`src/rtl/smi_ctrl_pkg.sv`:
```
// Shared types for the SMI controller.
package smi_ctrl_pkg;
    // Sequencer-facing state of the controller.
    typedef enum logic [1:0] {
        ST_IDLE  = 2'd0,
        ST_REQ   = 2'd1,
        ST_SVC   = 2'd2,
        ST_DRAIN = 2'd3
    } smi_state_e;
endpackage

```
`src/rtl/smi_pin_sync.sv`:
```
// Synchroniser and detector for the SMI pin.
// Does: passes the asynchronous active-low pin through STAGES flops, then
// reports a falling transition and the current low level.
// Assumes: STAGES >= 2; the pin idles high, so the flops reset to 1.
module smi_pin_sync #(
    parameter int STAGES = 2
) (
    input  logic clk,
    input  logic rst_n,
    input  logic pin_n_i,
    output logic fall_o,
    output logic low_o
);
    logic [STAGES-1:0] sync_q;
    logic              prev_q;

    // Shift the pin through the synchroniser chain.
    always_ff @(posedge clk) begin
        if (!rst_n) sync_q <= '1;
        else        sync_q <= {sync_q[STAGES-2:0], pin_n_i};
    end

    // Remember the previous synchronised level for edge detection.
    always_ff @(posedge clk) begin
        if (!rst_n) prev_q <= 1'b1;
        else        prev_q <= sync_q[STAGES-1];
    end

    // Edge and level outputs.
    always_comb begin
        fall_o = prev_q & ~sync_q[STAGES-1];
        low_o  = ~sync_q[STAGES-1];
    end
endmodule

```
`src/rtl/smi_cfg.sv`:
```
// Configuration bits of the SMI controller.
// Does: holds the SMI-use bit and the enhanced-mode bit, and copies the mode
// bit into the effective mode only while the sequencer reports idle.
// Assumes: idle_i is a registered state decode.
module smi_cfg (
    input  logic clk,
    input  logic rst_n,
    input  logic wr_i,
    input  logic use_i,
    input  logic enh_i,
    input  logic idle_i,
    output logic use_o,
    output logic mode_act_o
);
    logic enh_q;

    // Configuration register; reset clears both bits.
    always_ff @(posedge clk) begin
        if (!rst_n) begin
            use_o <= 1'b0;
            enh_q <= 1'b0;
        end else if (wr_i) begin
            use_o <= use_i;
            enh_q <= enh_i;
        end
    end

    // Effective mode follows the written bit only while idle.
    always_ff @(posedge clk) begin
        if (!rst_n)      mode_act_o <= 1'b0;
        else if (idle_i) mode_act_o <= enh_q;
    end
endmodule

```
`src/rtl/smi_seq_fsm.sv`:
```
// Request and service sequencer for the SMI controller.
// Does: raises the request, tracks acknowledge, resume and the last protected
// bus cycle, keeps a one-deep pending edge in legacy mode and a saturating
// nesting depth in enhanced mode, and drives the in-service output.
// Assumes: the sequencer acknowledges only while the request is high and
// signals resume only while in service.
module smi_seq_fsm
    import smi_ctrl_pkg::*;
#(
    parameter int DEPTH_W = 2
) (
    input  logic               clk,
    input  logic               rst_n,
    input  logic               use_i,
    input  logic               enh_i,
    input  logic               fall_i,
    input  logic               low_i,
    input  logic               ack_i,
    input  logic               rsm_i,
    input  logic               last_i,
    output logic               req_o,
    output logic               smiact_n_o,
    output logic               idle_o,
    output logic [DEPTH_W-1:0] depth_o
);
    localparam logic [DEPTH_W-1:0] DEPTH_MAX = '1;
    localparam logic [DEPTH_W-1:0] DEPTH_ONE = DEPTH_W'(1);

    smi_state_e         st_q, st_n;
    logic [DEPTH_W-1:0] dp_q, dp_n;
    logic               pd_q, pd_n;

    // Request decode: initial entry, or nested entry in enhanced mode.
    always_comb begin
        req_o = (st_q == ST_REQ) ||
                (st_q == ST_SVC && enh_i && low_i && dp_q != DEPTH_MAX && !rsm_i);
    end

    // Next-state, depth and pending-edge logic.
    always_comb begin
        st_n = st_q;
        dp_n = dp_q;
        pd_n = pd_q;
        case (st_q)
            ST_IDLE: begin
                if (use_i && (enh_i ? low_i : (fall_i || pd_q))) begin
                    st_n = ST_REQ;
                    pd_n = 1'b0;
                end
            end
            ST_REQ: begin
                if (!use_i) begin
                    st_n = ST_IDLE;
                end else if (ack_i) begin
                    st_n = ST_SVC;
                    dp_n = dp_q + DEPTH_ONE;
                end
            end
            ST_SVC: begin
                if (rsm_i)             st_n = ST_DRAIN;
                else if (req_o && ack_i) dp_n = dp_q + DEPTH_ONE;
            end
            default: begin
                if (last_i) begin
                    dp_n = dp_q - DEPTH_ONE;
                    if (dp_q == DEPTH_ONE) begin
                        if (use_i && (enh_i ? low_i : pd_q)) begin
                            st_n = ST_REQ;
                            pd_n = 1'b0;
                        end else begin
                            st_n = ST_IDLE;
                        end
                    end else begin
                        st_n = ST_SVC;
                    end
                end
            end
        endcase
        if (!use_i || enh_i)
            pd_n = 1'b0;
        else if (fall_i && st_q != ST_IDLE)
            pd_n = 1'b1;
    end

    // State registers.
    always_ff @(posedge clk) begin
        if (!rst_n) begin
            st_q <= ST_IDLE;
            dp_q <= '0;
            pd_q <= 1'b0;
        end else begin
            st_q <= st_n;
            dp_q <= dp_n;
            pd_q <= pd_n;
        end
    end

    // Outputs decoded from registered state.
    always_comb begin
        smiact_n_o = !(use_i && (st_q == ST_SVC || st_q == ST_DRAIN));
        idle_o     = (st_q == ST_IDLE);
        depth_o    = dp_q;
    end
endmodule

```
`src/rtl/smi_ctrl.sv`:
```
// SMI request and acknowledge controller, top level.
// Does: joins the pin synchroniser, configuration bits and sequencer, and
// arbitrates NMI behind SMI.
// Assumes: all inputs except smi_n_i are synchronous to clk.
module smi_ctrl #(
    parameter int SYNC_STAGES = 2,
    parameter int DEPTH_W     = 2
) (
    input  logic clk,
    input  logic rst_n,
    input  logic smi_n_i,
    input  logic nmi_req_i,
    input  logic cfg_wr_i,
    input  logic cfg_use_i,
    input  logic cfg_enh_i,
    input  logic seq_ack_i,
    input  logic seq_rsm_i,
    input  logic seq_last_i,
    output logic smi_req_o,
    output logic nmi_grant_o,
    output logic smiact_n_o,
    output logic smm_cache_en_o,
    output logic smm_nest_en_o
);
    logic               pin_fall, pin_low;
    logic               use_q, mode_act, idle;
    logic [DEPTH_W-1:0] depth;

    smi_pin_sync #(.STAGES(SYNC_STAGES)) u_sync (
        .clk(clk), .rst_n(rst_n), .pin_n_i(smi_n_i),
        .fall_o(pin_fall), .low_o(pin_low)
    );

    smi_cfg u_cfg (
        .clk(clk), .rst_n(rst_n), .wr_i(cfg_wr_i), .use_i(cfg_use_i),
        .enh_i(cfg_enh_i), .idle_i(idle), .use_o(use_q), .mode_act_o(mode_act)
    );

    smi_seq_fsm #(.DEPTH_W(DEPTH_W)) u_fsm (
        .clk(clk), .rst_n(rst_n), .use_i(use_q), .enh_i(mode_act),
        .fall_i(pin_fall), .low_i(pin_low), .ack_i(seq_ack_i),
        .rsm_i(seq_rsm_i), .last_i(seq_last_i), .req_o(smi_req_o),
        .smiact_n_o(smiact_n_o), .idle_o(idle), .depth_o(depth)
    );

    // NMI waits behind a raised SMI request; mode-qualified enables.
    always_comb begin
        nmi_grant_o    = nmi_req_i && !smi_req_o;
        smm_cache_en_o = use_q && mode_act;
        smm_nest_en_o  = use_q && mode_act;
    end
endmodule

```
`config.mk`:
```
export PLATFORM = sky130hd
export DESIGN_NAME = smi_ctrl
export DESIGN_NICKNAME = d
export VERILOG_FILES = /design/src/rtl/smi_ctrl_pkg.sv /design/src/rtl/smi_pin_sync.sv /design/src/rtl/smi_cfg.sv /design/src/rtl/smi_seq_fsm.sv /design/src/rtl/smi_ctrl.sv
export SDC_FILE = /design/constraint.sdc
export NUM_CORES = 1
export LEC_CHECK = 0
export ABC_AREA = 1
export BUFFER_PORTS_ARGS = -buffer_cell sky130_fd_sc_hd__buf_2
export CORE_ASPECT_RATIO = 0.9
export CORE_UTILIZATION = 42
export DETAILED_ROUTE_END_ITERATION = 6
export GPL_ROUTABILITY_DRIVEN = 0
export RECOVER_POWER = 25
export SETUP_SLACK_MARGIN = 0.2
export SYNTH_ARGS = -nofsm -noshare
export SYNTH_HDL_FRONTEND = slang
export SYNTH_SLANG_ARGS = --single-unit
```
`constraint.sdc`:
```
create_clock -name clk -period 1.53 [get_ports clk]
set_input_delay 0 -clock clk [delete_from_list [all_inputs] [get_ports clk]]
set_output_delay 0 -clock clk [all_outputs]
set_load 0.02 [all_outputs]
```
==> impl_results.md <==
* Cells after Synth at 104
* CP delay by family, top: flip-flops
* PwrDens at approximately 1200 nW/µm²
* Critical Path Max Stage Delay at 0.36 ns
* Worst-Skew Late Latency at 0.28 ns
* Net Sw Frac at 0.414
* Clock Sink Count at 11
* Placed cells at 139
* Die X-Extent at 44.4 µm
* Syn nets at 120
* Sw power at slightly above 0.5 mW
* Area delta synth->final at 47.8%
* Worst-path fanout max at 5
* Vias at between 700 and 800
* Layout net count at 150
* Stages on the worst setup path at 8
* Post-synth top area share at 0.325
* Leak Pwr at 0.493 nW
* First-pass GRT wire length at 2650 µm
* Pre-antenna DRT Iters at 4
* Ant diodes at 0
* Worst reg-to-reg setup slack at 0.12 ns
* Mean Syn Cell Area at 6.52 µm²
* Max Cap Violations at 0
* Initial antenna violation count at 0
* Die Y at 40.1 µm
* Fill cells at roughly 130
* Crit-path cells: inv_4 -> ha_4 -> inv_2 -> nor2_4 -> nand3_2 -> nand2_4 -> nor2_1 -> buf_4
* Yosys reg bits at 11
* Clock Path Buffers at 2
* CP max stage cell: dfxtp_4
* DP Wirelength at 1170 µm
* I/O pin count at 15
* Part of the cycle the worst path needs at 0.922
* Final setup TNS at 0 ns
* Max Clock Freq at 0.709 GHz
* Worst Reg-to-Reg Cells at 8
* Final hold vios at 0
* Cell variety after synth at 18
* Port Buffers at 14
* Synth area leaders: dfxtp_1, nand2_1, ha_1
* CTS tree: yes
* Initial Util at 0.458
* Max-slew violation count at 0
* Pin count of the biggest net entering global routing at 9
* Routed len/inst at 10.9 µm
* Die area at between 1500 and 2000 µm²
* Clock transition at path regs at 0.08 ns
* R2r startpoint: u_fsm.st_q[1]$_SDFFE_PN0P_
* Crit path time final at between 1 and 1.5 ns
* Status: finished, final reports clean
* Combinational Power Share at 0.525
* Synth area leader: dfxtp_1
* Post-DRT Antenna Nets at 0
* YS warnings at 0
* CP required at between 1.5 and 2 ns
* Share of cells above drive strength 1 at 0.376
* DRC viols at 0
* RR Endpoint: u_fsm.st_q[0]$_SDFFE_PN0P_
* Vias in the first global route at 636
* H-tree levels at 1
* GRT overflow at 0
* Crit path kind: flop to output port
* Crit path arrival time at 1.41 ns
* Critical Path Start Type: flop
* Hold crit path type: primary input to flop
* Setup Viol. Count Final at 0
* Crit path from: u_fsm.st_q[0]$_SDFFE_PN0P_
* Sequential share of the synthesized area at 0.325
* GRT Overall Usage at 0.214
* Slew headroom at 0.834
* Worst Max-Slew Pin Slew at 0.248 ns
* Worst Skew at 0.00274 ns
* Vias/cell at approximately 4.7
* Seq pwr share at 0.305
* Critical path capture point: nmi_grant_o
* Starting DRT DRC Count at 26
* Peak supply drop at 0.000713 V
* CP Capture Type: output port
* Int Power at 0.725 mW
* Post-synthesis instance area at 678 µm²
* RSZ-0062 raised after global routing: yes
* Clock Power Share at 0.170
* Final instance count without filler cells at 155
* Total wire length at 1700 µm
* WP buf/inv at 3
* Clock root buffer: clkbuf_4
* CTS buffer count at 3
* Row cnt at 13
* Core Area at about 1500 µm²
[kinds of logic after synthesis]
group | Yosys count | share of synthesized area
xor+xnor | 1 | 0.0129
compound gates | 12 | 0.0960
fa+ha+maj | 6 | 0.111
flops | 11 | 0.325
buf+inv | 16 | 0.0941
simple gates | 58 | 0.362
[synth_stat cells]
cell type,number
nand2_2,2
nand3_1,3
nor2b_1,1
nor2_2,1
xnor2_1,1
o21ai_0,6
nand3_2,1
nand2_1,26
nor2_1,20
inv_1,15
ha_1,6
o21bai_1,1
dfxtp_1,11
nor3_1,2
a21oi_1,4
buf_4,1
a22oi_1,1
or2_2,2
[area by class of cell]
class / instances / area, µm² / area share
multi-input cells: 77 / 480 / 0.479
repair buffers: 26 / 176 / 0.176
clock inverters: 1 / 5.00 / 0.00499
inverters: 15 / 61.3 / 0.0612
well taps: 22 / 27.5 / 0.0275
clock buffers: 3 / 22.5 / 0.0225
flip-flops and latches: 11 / 229 / 0.228
[routing by layer]
| metal | up-vias | GRT usage | part of all wire |
|---|---|---|---|
| li1 | 379 | - | - |
| met1 | 324 | 0.234 | 0.47 |
| met2 | 23 | 0.401 | 0.47 |
| met3 | 4 | 0.0811 | 0.051 |
| met4 | 0 | 0.0455 | 0.014 |
| met5 | - | 0 | 0 |
[power by group through the flow]
| stage | clock network (mW) | registers (mW) | logic [mW] |
|---|---|---|---|
| global route | 0.232 | 0.383 | 0.706 |
| detailed placement | 0 | 0.376 | 0.483 |
| floorplan | 0 | 0.367 | 0.380 |
| finish | 0.210 | 0.377 | 0.650 |
| CTS | 0.212 | 0.376 | 0.532 |
| global placement | 0 | 0.376 | 0.482 |
[worst min-delay path by stage]
| stage | startpoint | endpoint | cells past startpoint |
|---|---|---|---|
| 6_report | cfg_use_i | u_cfg.use_o$_SDFFE_PN0P_ | 3 |
| 5_1_grt | cfg_use_i | u_cfg.use_o$_SDFFE_PN0P_ | 3 |
| 3_3_place_gp | smi_n_i | u_sync.sync_q[0]$_SDFF_PN1_ | 2 |
| 3_5_place_dp | smi_n_i | u_sync.sync_q[0]$_SDFF_PN1_ | 2 |
| 4_1_cts | cfg_use_i | u_cfg.use_o$_SDFFE_PN0P_ | 3 |
| 2_1_floorplan | rst_n | u_sync.prev_q$_SDFF_PN1_ | 1 |
[through the flow]
stage | hold WS (ns) | worst slack [ns] | total power [mW] | instance area [µm²] | util
floorplan | 0.0688 | 0.195 | 0.746 | 716 | -
global placement | 0.186 | 0.0427 | 0.858 | 806 | 0.544
detailed placement | 0.192 | 0.0621 | 0.859 | 806 | 0.544
CTS | 0.00232 | 0.120 | 1.12 | 933 | 0.631
global route | 0.0717 | 0.0282 | 1.32 | 1000 | 0.677
finish | 0.00884 | 0.120 | 1.24 | 1000 | 0.677
[repair_timing]
item,in CTS,in global routing
gates resized for setup,11,11
cloned,0,0
setup endpoints to repair,6,9
pin swaps,7,11
buffers inserted,3,4
hold buffers,5,0
endpoints found under the hold margin,4,0
[cell usage in the layout (no fill, tap or decap), types with 4 or more instances in the layout]
master,count
inv_1,11
clkbuf_4,4
nand2_1,21
dfxtp_1,8
dlygate4sd3_1,5
nand2_2,5
nor2_1,19
buf_2,11
o21ai_0,6
buf_4,8
[worst reg2reg max path, cell delays in order (launching register included)]
cell and delay [ns]:
dfxtp_4 0.38, inv_4 0.05, ha_4 0.27, nor3_2 0.04, nor3_2 0.24, nor2b_1 0.17
nand2_1 0.06, nand2_1 0.07, nor2_1 0.04
[sequential cells by signal, summed over array words and instances, names as in the netlist]
| name | flops |
|---|---|
| u_cfg.enh_q | 1 |
| u_cfg.mode_act_o | 1 |
| u_cfg.use_o | 1 |
| u_fsm.depth_o | 2 |
| u_fsm.pd_q | 1 |
| u_fsm.st_q | 2 |
| u_sync.prev_q | 1 |
| u_sync.sync_q | 2 |
No activity file was read; power rests on OpenSTA's default activity.
